File: config.mk
export PLATFORM = sky130hd
export DESIGN_NAME = bitfield_merge
export DESIGN_NICKNAME = d
export VERILOG_FILES = /design/src/rtl/bitfield_merge.sv
export SDC_FILE = /design/constraint.sdc
export NUM_CORES = 1
export LEC_CHECK = 0
export ABC_CLOCK_PERIOD_IN_PS = 800
export BUFFER_PORTS_ARGS = -buffer_cell sky130_fd_sc_hd__buf_2
export CORE_ASPECT_RATIO = 1.25
export CORE_MARGIN = 3
export CORE_UTILIZATION = 30
export CTS_CLUSTER_DIAMETER = 120
export DETAILED_ROUTE_END_ITERATION = 16
export SLEW_MARGIN = 20
export SYNTH_ARGS = -nofsm -noshare
export SYNTH_HDL_FRONTEND = slang
export SYNTH_SLANG_ARGS = --single-unit
File: constraint.sdc
create_clock -name clk -period 0.8 [get_ports clk]
set_input_delay 0.16 -clock clk [delete_from_list [all_inputs] [get_ports clk]]
set_output_delay 0.16 -clock clk [all_outputs]
set_load 0.03 [all_outputs]
File: src/rtl/bitfield_merge.sv
module bitfield_merge #(
  parameter int DATA_W  = 32,
  parameter bit OUT_REG = 1'b1,
  localparam int CNT_W  = $clog2(DATA_W)
) (
  input  logic              clk,
  input  logic              rst_n,
  input  logic [DATA_W-1:0] m_src,
  input  logic [DATA_W-1:0] a_src,
  input  logic [CNT_W-1:0]  rot_cnt,
  input  logic [CNT_W-1:0]  wid_m1,
  input  logic              mask_rot,
  input  logic              src_rot,
  output logic [DATA_W-1:0] result
);

  logic [DATA_W-1:0]   upto_tab [DATA_W];
  logic [DATA_W-1:0]   from_tab [DATA_W];

  for (genvar i = 0; i < DATA_W; i++) begin : g_edge
    assign upto_tab[i] = {DATA_W{1'b1}} >> (DATA_W - 1 - i);
    assign from_tab[i] = {DATA_W{1'b1}} << i;
  end

  logic [2*DATA_W-1:0] dbl;
  logic [DATA_W-1:0]   m_eff;
  logic [CNT_W-1:0]    lo_edge, hi_edge;
  logic                wraps;
  logic [DATA_W-1:0]   fmask;
  logic [DATA_W-1:0]   merged;

  assign dbl     = {m_src, m_src} << rot_cnt;
  assign m_eff   = src_rot ? dbl[2*DATA_W-1:DATA_W] : m_src;

  assign lo_edge = mask_rot ? rot_cnt : '0;
  assign hi_edge = lo_edge + wid_m1;
  assign wraps   = hi_edge < lo_edge;
  assign fmask   = wraps ? (upto_tab[hi_edge] | from_tab[lo_edge])
                         : (upto_tab[hi_edge] & from_tab[lo_edge]);

  assign merged  = (m_eff & fmask) | (a_src & ~fmask);

  if (OUT_REG) begin : g_reg
    always_ff @(posedge clk or negedge rst_n)
      if (!rst_n) result <= '0;
      else        result <= merged;
  end else begin : g_comb
    assign result = merged;
  end

  assert_mask_pop_R7: assert property (@(posedge clk) disable iff (!rst_n)
    $countones(fmask) == int'(wid_m1) + 1);

  assert_mask_base_R3: assert property (@(posedge clk) disable iff (!rst_n)
    !mask_rot |-> fmask[0]);

  assert_mask_start_R4: assert property (@(posedge clk) disable iff (!rst_n)
    mask_rot |-> fmask[rot_cnt]);

  assert_mask_wrap_R8: assert property (@(posedge clk) disable iff (!rst_n)
    (mask_rot && (int'(rot_cnt) + int'(wid_m1) >= DATA_W)) |-> (fmask[0] && fmask[DATA_W-1]));

  assert_same_src_R2: assert property (@(posedge clk) disable iff (!rst_n)
    (!src_rot && m_src == a_src) |-> merged == a_src);

endmodule

==> results by group, run 1 <==
Outcome
  – Status: finished with violations
  – Failing checks: setup timing

Floorplan
  – Die span in y: 152 um
  – CORE AREA: 0.0165 mm2
  – Rows: 52
  – Die area: 0.0188 mm2
  – Initial Util: 0.311
  – Die width: 123 um
  – I/O pin count: 110

Logic synthesis
  – Mean post-synth cell area: 9.32 um2
  – Area share of the largest cell type after synthesis: 0.184
  – Fraction of registers with async set/reset: 1.00
  – Top_reg_cell synth: dfrtp_1
  – Synth Instances: 552
  – Count of cell types in the netlist: 64
  – Yosys reg bits: 32
  – YS warnings: 0
  – Synth top area cells: mux4_2 18%, dfrtp_1 16%, mux2i_1 12%, mux2_2 5.5%, nand2_1 4.1%
  – Mapped Nets: 636
  – Post-synth EDFFs: 0
  – Netlist Area Pre-Place: 0.00514 mm2
  – Sequential cell area fraction in the yosys report: 0.156
  – Largest area contributor in the netlist: mux4_2

Route
  – Total Wirelength: 19800 um
  – 1st-iter DRT viols: 540
  – Met1 WL: 8100 um
  – Via count: 5424
  – Final antenna-violating net count: 0
  – WL/cell: 20.4 um
  – Routed wl met2: 9750 um
  – Residual DRC: 0
  – DR top layer: met4
  – WL met3: 1210 um
  – Drt via density: 5.59
  – First-pass DRT Iterations: 5

Global routing
  – Largest net degree at the start of global routing: 59
  – Global-route wire length before repair: 30900 um
  – Number of global-route vias before repair: 5399
  – GRT Util Overall: 0.211
  – Initial antenna violation count: 0
  – Overflow after GRT: 0

Clocking
  – H-tree Lvls: 2
  – Clk sinks: 32
  – Root Driver: clkbuf_16
  – Max clock buf depth: 2
  – Worst-path clk slew: 0.05 ns
  – Num CTS Buffers: 5
  – CTS tree: yes

Worst hold path
  – Tightest Hold Check Type: in2reg

STA
  – Worst Max-Slew Pin Slew: 0.793 ns
  – Final min period: 2.76 ns
  – Period utilization: 3.46
  – Setup violators final: 64
  – Final WS setup: -1.96 ns
  – RSZ-0062 raised after global routing: yes
  – Slew Limit Fails: 0
  – Final hold viol count: 0
  – Fmax: 0.362 GHz
  – Normalized max-slew margin: 0.471

Final layout
  – Nets: 838
  – Multi-input gate area: 0.00422 mm2
  – Fillers: 1578
  – Max FFs per register: 32
  – Biggest regs: result (32)
  – Largest Register: result
  – Share of layout cells above drive strength 1: 0.523
  – Synth-to-Final Area Change: 44.4%
  – Reg area: 801 um2
  – Final instance area: 0.00743 mm2
  – Antenna fix cells: 0

Placed design
  – HPWL after detailed placement: 15600 um
  – Dpl cell area: 0.00673 mm2
  – Port Buffer Count: 109
  – GPL Wtd Cong: 0.967
  – DP Worst Slack: -2.38 ns

Critical path
  – Worst setup SP type: input port
  – Critical Path RT: 0.96 ns
  – WP data arrival: 2.92 ns
  – Critical path class: in2reg
  – CP Capture Type: register
  – Peak fanout along the critical path: 7

Power
  – Pleak: 0.00330 uW
  – Worst vdd ir: 0.783 mV
  – PwrDens: 1520 mW/mm2
  – Total power: 11300 uW

Run
  – Max_cap viols: 0
-- cells in the mapped netlist (6+ instances only) --
master and count:
mux2_1 12, dfrtp_1 32, o221ai_1 13, buf_4 7
mux4_2 42, nand3_1 17, o21ai_0 28, nor2_1 27
nor3_1 8, ha_1 6, nand2_1 56, buf_6 7
mux2i_1 62, maj3_2 13, a21oi_1 30, buf_2 18
inv_1 21, mux2_2 25, maj3_1 15, clkbuf_1 16
-- worst paths after layout --
| path | start | to | slack (ns) | cells past startpoint |
|---|---|---|---|---|
| setup / recovery | mask_rot | result[28] | -1.96 | 15 |
| hold / removal | a_src[12] | result[12] | 0.09 | 2 |
| max in group asynchronous | rst_n | result[19] | 0.11 | 3 |
| min in group asynchronous | rst_n | result[29] | 0.29 | 2 |
-- cells in the final DEF (no fill, tap or decap), types with 5 or more instances in the layout --
cell type | Yosys | routed
buf_4 | 7 | 131
buf_2 | 18 | 74
mux2i_1 | 62 | 61
nand2_1 | 56 | 54
mux4_2 | 42 | 42
buf_6 | 7 | 37
dfrtp_1 | 32 | 32
o21ai_0 | 28 | 27
a21oi_1 | 30 | 26
nor2_1 | 27 | 26
maj3_2 | 13 | 26
mux2_2 | 25 | 22
inv_1 | 21 | 18
nand3_1 | 17 | 16
o221ai_1 | 13 | 13
mux2_4 | 0 | 11
nor3_1 | 8 | 8
a21boi_0 | 5 | 5
or3_1 | 5 | 5
o22ai_1 | 5 | 5
ha_4 | 0 | 5
clkbuf_16 | 0 | 5
-- layer usage --
layer / up-vias / global-route usage
met2: 248 / 0.341
met5: - / 0
met4: 0 / 0.0828
met3: 36 / 0.0212
met1: 2613 / 0.286
li1: 2527 / -
-- logic make-up (layout without fill, tap and decap cells) --
group,after synthesis,in the layout,share of synthesized area
flops,32,32,0.156
mux,145,145,0.401
simple gates,139,139,0.126
fa+ha+maj,34,34,0.0722
buf+inv,77,279,0.0790
xor+xnor,2,2,0.00486
compound gates,123,123,0.161
-- through the flow --
step	hold WS, ns	util	setup TNS [ns]	std cells
CTS	0.0883	0.443	-65.58	967
floorplan	-0.136	-	-79.46	552
global route	0.101	0.450	-67.78	970
global placement	0.0372	0.407	-69.31	953
finish	0.0943	0.450	-64.81	970
detailed placement	0.0345	0.407	-71.08	953
-- area by class of cell --
| type | count | area share |
|---|---|---|
| Timing Repair Buffer | 249 | 0.259 |
| Tap cell | 216 | 0.0364 |
| Sequential cell | 32 | 0.108 |
| Clock buffer | 6 | 0.0173 |
| Multi-Input combinational cell | 443 | 0.567 |
| Clock inverter | 1 | 0.000674 |
| Inverter | 23 | 0.0120 |
-- what timing repair did --
| action | in CTS | in global routing |
|---|---|---|
| gates resized for setup | 102 | 23 |
| gates cloned | 2 | 0 |
| setup buffers | 4 | 6 |
| setup endpoints to repair | 64 | 64 |
| hold endpoints to repair | 8 | 0 |
| hold buffers | 1 | 0 |
| pin swaps | 13 | 8 |
-- worst max-delay path, cell delays in order --
cell and delay [ns]:
buf_12 0.11, and2_4 0.16, ha_4 0.17, ha_4 0.18, a21oi_4 0.15, a211oi_2 0.09
a2bb2oi_2 0.18, inv_2 0.06, ha_4 0.28, o211ai_1 0.14, o31ai_4 0.23, nor2_2 0.10
bufbuf_16 0.28, maj3_1 0.35, mux2_2 0.28
-- report_power, final --
group | switching, uW | internal [uW] | leakage (uW)
combinational | 3650 | 3710 | 0.00286
clock | 641 | 1130 | 0.0000667
sequential | 180 | 1980 | 0.000376
Note: power is estimated with default switching activity, not from simulation.
==> run 2: changes to the inputs <==
CORE_MARGIN = 1   (was 3)
==> results by group, run 2 (same netlist as run 1, synthesis figures left out) <==
Placed design
  – DP Worst Slack: -2.36 ns (+0.0198 ns)
  – GPL Wtd Cong: 0.971 (+0.42%)
  – HPWL after detailed placement: 15600 um (+0.10%)
  – Port Buffer Count: 109 (unchanged)
  – Dpl cell area: 0.00688 mm2 (+2.2%)

Clocking
  – H-tree Lvls: 2 (unchanged)
  – Num CTS Buffers: 5 (unchanged)
  – Clk sinks: 32 (unchanged)
  – Max clock buf depth: 2 (unchanged)
  – Worst-path clk slew: 0.05 ns (about the same)
  – Root Driver: clkbuf_16
  – CTS tree: yes

Power
  – Pleak: 0.00341 uW (+3.3%)
  – Sequential share of power: 0.183 (-0.008)
  – PwrDens: 1560 mW/mm2 (+2.5%)
  – Clock power frac: 0.179 (+0.022)
  – Pint: 7270 uW (+6.7%)
  – Combinational share of power: 0.638 (-0.014)
  – Net switching power: 4550 uW (+1.8%)
  – Switching share of power: 0.385 (-0.0112)
  – Worst vdd ir: 0.719 mV (-8.2%)

Outcome
  – Failing checks: setup timing
  – Status: finished with violations

Final layout
  – Share of layout cells above drive strength 1: 0.536 (+0.0132)
  – Nets: 852 (+1.7%)
  – Largest Register: result
  – Antenna fix cells: 0 (unchanged)
  – Leading cell type in the layout, fill and taps excluded: buf_4
  – Biggest regs: result (32)
  – Synth-to-Final Area Change: 47.7%
  – Most frequent cells in the layout: 143 x buf_4, 74 x buf_2, 62 x mux2i_1, 54 x nand2_1, 42 x mux4_2
  – Fillers: 1590 (+0.76%)
  – Reg area: 801 um2 (unchanged)
  – Final instance area: 0.00760 mm2 (+2.3%)
  – Multi-input gate area: 0.00422 mm2 (+0.15%)
  – Max FFs per register: 32 (unchanged)

STA
  – Normalized max-slew margin: 0.588 (+0.117)
  – Setup violators final: 64 (unchanged)
  – Fmax: 0.356 GHz (-1.7%)
  – Setup_tns: -66.17 ns (-1.36 ns)
  – Final min period: 2.81 ns (+0.0474 ns)
  – RSZ-0062 raised after global routing: yes
  – Period utilization: 3.52 (+0.0592)
  – Worst Max-Slew Pin Slew: 0.618 ns (-0.175 ns)
  – Final hold viol count: 0 (unchanged)
  – Final WS setup: -2.01 ns (-0.0474 ns)
  – Slew Limit Fails: 0 (unchanged)

Global routing
  – GRT Util Overall: 0.225 (+0.0146)
  – Overflow after GRT: 0 (unchanged)
  – Initial antenna violation count: 0 (unchanged)
  – Global-route wire length before repair: 30400 um (-1.6%)
  – Number of global-route vias before repair: 5487 (+1.6%)
  – Largest net degree at the start of global routing: 40 (-32%)

Critical path
  – Critical path class: in2reg
  – Peak fanout along the critical path: 7 (unchanged)
  – CP max stage cell: maj3_2
  – Slowest stage delay, CP: 0.32 ns (-0.03 ns)
  – CP Capture Type: register
  – Worst setup SP type: input port
  – Crit-path cells: buf_8 > buf_6 > nand2_4 > xnor2_4 > ha_4 > nand3_2 > a22oi_2 > a2bb2oi_2 > inv_2 > ha_4 > o211ai_1 > o31ai_4 > nor2_4 > bufbuf_16 > maj3_2 > mux2_1
  – WP data arrival: 2.97 ns (+0.05 ns)
  – Most frequent CP cell: ha_4
  – CP top delay family: adder cells
  – Critical Path RT: 0.96 ns (about the same)
  – Worst path bufs/invs: 4 (+1)

Floorplan
  – Rows: 53 (+1.9%)
  – Initial Util: 0.307 (-0.00467)
  – I/O pin count: 110 (unchanged)
  – CORE AREA: 0.0168 mm2 (+1.5%)
  – Die span in y: 148 um (-2.6%)
  – Die width: 119 um (-3.2%)
  – Die area: 0.0177 mm2 (-5.8%)

Route
  – 1st-iter DRT viols: 431 (-20%)
  – Residual DRC: 0 (unchanged)
  – Via count: 5560 (+2.5%)
  – WL/cell: 20.2 um (-1.0%)
  – First-pass DRT Iterations: 6 (+1)
  – Total Wirelength: 20000 um (+0.94%)
  – Final antenna-violating net count: 0 (unchanged)
  – Drt via density: 5.62 (+0.54%)

Run
  – Max_cap viols: 0 (unchanged)

Worst hold path
  – Tightest Hold Check Type: in2reg
[run 2: cell type report]
type                    count  area share
well taps                 220      0.0362
clock inverters             2     0.00461
clock buffers               6      0.0170
flip-flops and latches     32       0.105
repair buffers            263       0.270
inverters                  23      0.0114
multi-input cells         443       0.556
[run 2: path summary, 6_finish.rpt]
path / startpoint / slack (ns) / depth (start not counted) / to
min in group asynchronous: rst_n / 0.29 / 2 / result[27]
max in group asynchronous: rst_n / 0.11 / 3 / result[10]
setup / recovery: mask_rot / -2.01 / 16 / result[5]
hold / removal: a_src[5] / 0.09 / 2 / result[5]
[run 2: power groups by stage]
| stage | Clock [uW] | Sequential [uW] | Combinational, uW |
|---|---|---|---|
| after global routing | 2230 | 2180 | 7930 |
| after floorplan | 0 | 2840 | 3320 |
| after detailed placement | 0 | 2100 | 6230 |
| after CTS | 2160 | 2170 | 7230 |
| after global placement | 0 | 2100 | 6180 |
| final | 2120 | 2160 | 7540 |
[run 2: through the flow]
step | cells | power [uW] | hold WS (ns) | utilization
finish | 989 | 11800 | 0.0922 | 0.453
global route | 989 | 12300 | 0.0920 | 0.453
detailed placement | 974 | 8330 | 0.0364 | 0.410
CTS | 990 | 11600 | 0.0891 | 0.448
global placement | 974 | 8280 | 0.0377 | 0.410
floorplan | 552 | 6170 | -0.136 | -
[run 2: routing by layer]
metal  track usage  wire, um  vias to the layer above
met5             0         0                        -
met4         0.118       964                        0
met3        0.0207      1330                       57
met2         0.386      9720                      297
met1         0.280      7940                     2667
li1              -         -                     2539
[run 2: what timing repair did]
action	CTS	global route
pin swaps	16	17
resized for setup	102	26
gates cloned	2	0
setup endpoints to repair	64	64
setup buffers	5	0
hold buffers	1	0
endpoints found under the hold margin	8	0
==> run 3: changes to the inputs <==
CORE_MARGIN = 1.5   (was 1)
REMOVE_ABC_BUFFERS = 1   (was not set)
TNS_END_PERCENT = 1   (was not set)
==> results by group, run 3 (same netlist as run 1, synthesis figures left out) <==
Global routing
  – GRT Util Overall: 0.240 (+0.0143)
  – Largest net degree at the start of global routing: 63 (+57%)
  – Overflow after GRT: 0 (unchanged)
  – Initial antenna violation count: 0 (unchanged)
  – Number of global-route vias before repair: 5726 (+4.4%)
  – Global-route wire length before repair: 32800 um (+7.8%)

Final layout
  – Max FFs per register: 32 (unchanged)
  – Leading cell type in the layout, fill and taps excluded: buf_4
  – Reg area: 801 um2 (unchanged)
  – Nets: 865 (+1.5%)
  – Post-Route Utilization: 0.451 (-0.00209)
  – Synth-to-Final Area Change: 47.0%
  – Antenna fix cells: 0 (unchanged)
  – Most frequent cells in the layout: 160 x buf_4, 73 x buf_2, 62 x mux2i_1, 54 x nand2_1, 42 x mux4_2
  – Fillers: 1610 (+1.3%)
  – Largest Register: result
  – Share of layout cells above drive strength 1: 0.538 (+0.00201)
  – Biggest regs: result (32)
  – Layout Cells excl Fill: 1001 (+1.2%)
  – Multi-input gate area: 0.00415 mm2 (-1.7%)

Critical path
  – WP data arrival: 2.93 ns (-0.04 ns)
  – Peak fanout along the critical path: 7 (unchanged)
  – Critical path class: in2reg
  – Slowest stage delay, CP: 0.31 ns (about the same)
  – CP max stage cell: maj3_2
  – Critical Path RT: 0.96 ns (about the same)
  – Crit-path cells: buf_4 > and2_4 > ha_4 > ha_4 > a21oi_4 > a211oi_1 > a2bb2oi_2 > inv_2 > ha_4 > o211ai_1 > o31ai_2 > buf_4 > nor2_4 > buf_6 > maj3_2 > mux2_4
  – Worst setup SP type: input port
  – Most frequent CP cell: ha_4
  – CP top delay family: adder cells
  – Worst path bufs/invs: 4 (unchanged)
  – CP Capture Type: register

Floorplan
  – CORE AREA: 0.0168 mm2 (unchanged)
  – Die area: 0.0179 mm2 (+1.5%)
  – Die span in y: 149 um (+0.67%)
  – Die width: 120 um (+0.84%)
  – I/O pin count: 110 (unchanged)
  – Rows: 53 (unchanged)
  – Initial Util: 0.307 (unchanged)

Clocking
  – Worst-path clk slew: 0.05 ns (about the same)
  – Num CTS Buffers: 5 (unchanged)
  – Max clock buf depth: 2 (unchanged)
  – H-tree Lvls: 2 (unchanged)
  – Clk sinks: 32 (unchanged)
  – CTS tree: yes
  – Root Driver: clkbuf_16

Power
  – Pint: 6890 uW (-5.2%)
  – Worst vdd ir: 0.954 mV (+33%)
  – Pleak: 0.00340 uW (-0.27%)
  – Clock power frac: 0.177 (-0.002)
  – Combinational share of power: 0.630 (-0.008)
  – Switching share of power: 0.404 (+0.0188)
  – Total power: 11600 uW (-2.2%)
  – PwrDens: 1530 mW/mm2 (-1.8%)
  – Net switching power: 4660 uW (+2.5%)
  – Sequential share of power: 0.193 (+0.010)

Placed design
  – GPL Wtd Cong: 1.00 (+3.4%)
  – HPWL after detailed placement: 16700 um (+7.3%)
  – DP Worst Slack: -2.55 ns (-0.190 ns)
  – Port Buffer Count: 109 (unchanged)
  – Inst Count DP: 981 (+0.72%)

Route
  – Drt via density: 5.68 (+1.0%)
  – Total Wirelength: 21500 um (+7.9%)
  – Final antenna-violating net count: 0 (unchanged)
  – Via count: 5684 (+2.2%)
  – Routed wl met2: 11100 um (+15%)
  – Residual DRC: 0 (unchanged)
  – 1st-iter DRT viols: 607 (+41%)
  – WL/cell: 21.5 um (+6.6%)
  – Met1 WL: 8090 um (+1.9%)
  – WL met3: 1350 um (+1.2%)
  – First-pass DRT Iterations: 7 (+1)
  – DR top layer: met4

Run
  – Max_cap viols: 0 (unchanged)

STA
  – Final hold viol count: 0 (unchanged)
  – Setup_tns: -66.30 ns (-0.134 ns)
  – Final WS setup: -1.97 ns (+0.0466 ns)
  – RSZ-0062 raised after global routing: yes
  – Final min period: 2.77 ns (-0.0466 ns)
  – Normalized max-slew margin: 0.598 (+0.0101)
  – Slew Limit Fails: 0 (unchanged)
  – Setup violators final: 64 (unchanged)
  – Fmax: 0.362 GHz (+1.7%)
  – Period utilization: 3.46 (-0.0582)
  – Worst Max-Slew Pin Slew: 0.603 ns (-0.0152 ns)

Outcome
  – Failing checks: setup timing
  – Status: finished with violations

Worst hold path
  – Tightest Hold Check Type: in2reg
==> run 3: stage by stage <==
step | instance area (um2) | hold slack [ns]
after floorplan | 4820 | -0.136
after global placement | 6840 | 0.136
after detailed placement | 6840 | 0.137
after CTS | 7490 | 0.0955
after global routing | 7560 | 0.105
final | 7560 | 0.0933
==> run 3: final timing paths <==
kind                             from    endpoint  slack [ns]  depth (start not counted)
setup / recovery           rot_cnt[0]   result[5]       -1.97                         16
min in group asynchronous       rst_n   result[9]        0.37                          3
hold / removal               a_src[1]   result[1]        0.09                          2
max in group asynchronous       rst_n  result[22]        0.24                          3
==> run 3: routing by layer <==
layer  GRT usage  vias to the layer above
li1            -                     2567
met4       0.104                        0
met3      0.0225                       65
met5           0                        -
met2       0.438                      248
met1       0.284                     2804
==> run 3: final cells by class <==
cell class                      count  share of cell area
Multi-Input combinational cell    443               0.549
Timing Repair Buffer              276               0.276
Sequential cell                    32               0.106
Tap cell                          220              0.0364
Clock buffer                        7              0.0202
Inverter                           23              0.0121
==> run 3: what timing repair did <==
action | 4_1_cts | 5_1_grt
hold endpoints to repair | 32 | 0
hold buffers | 1 | 0
resized for setup | 125 | 12
pin swaps | 22 | 11
gates cloned | 2 | 0
endpoints found under the setup margin | 64 | 64
setup buffers | 8 | 2
==> run 3: power by group through the flow <==
stage	Clock (uW)	Sequential (uW)	Combinational (uW)
after global placement	0	2170	6160
after floorplan	0	2840	2810
after CTS	2080	2230	7120
after detailed placement	0	2160	6210
final	2050	2230	7280
after global routing	2130	2240	7680
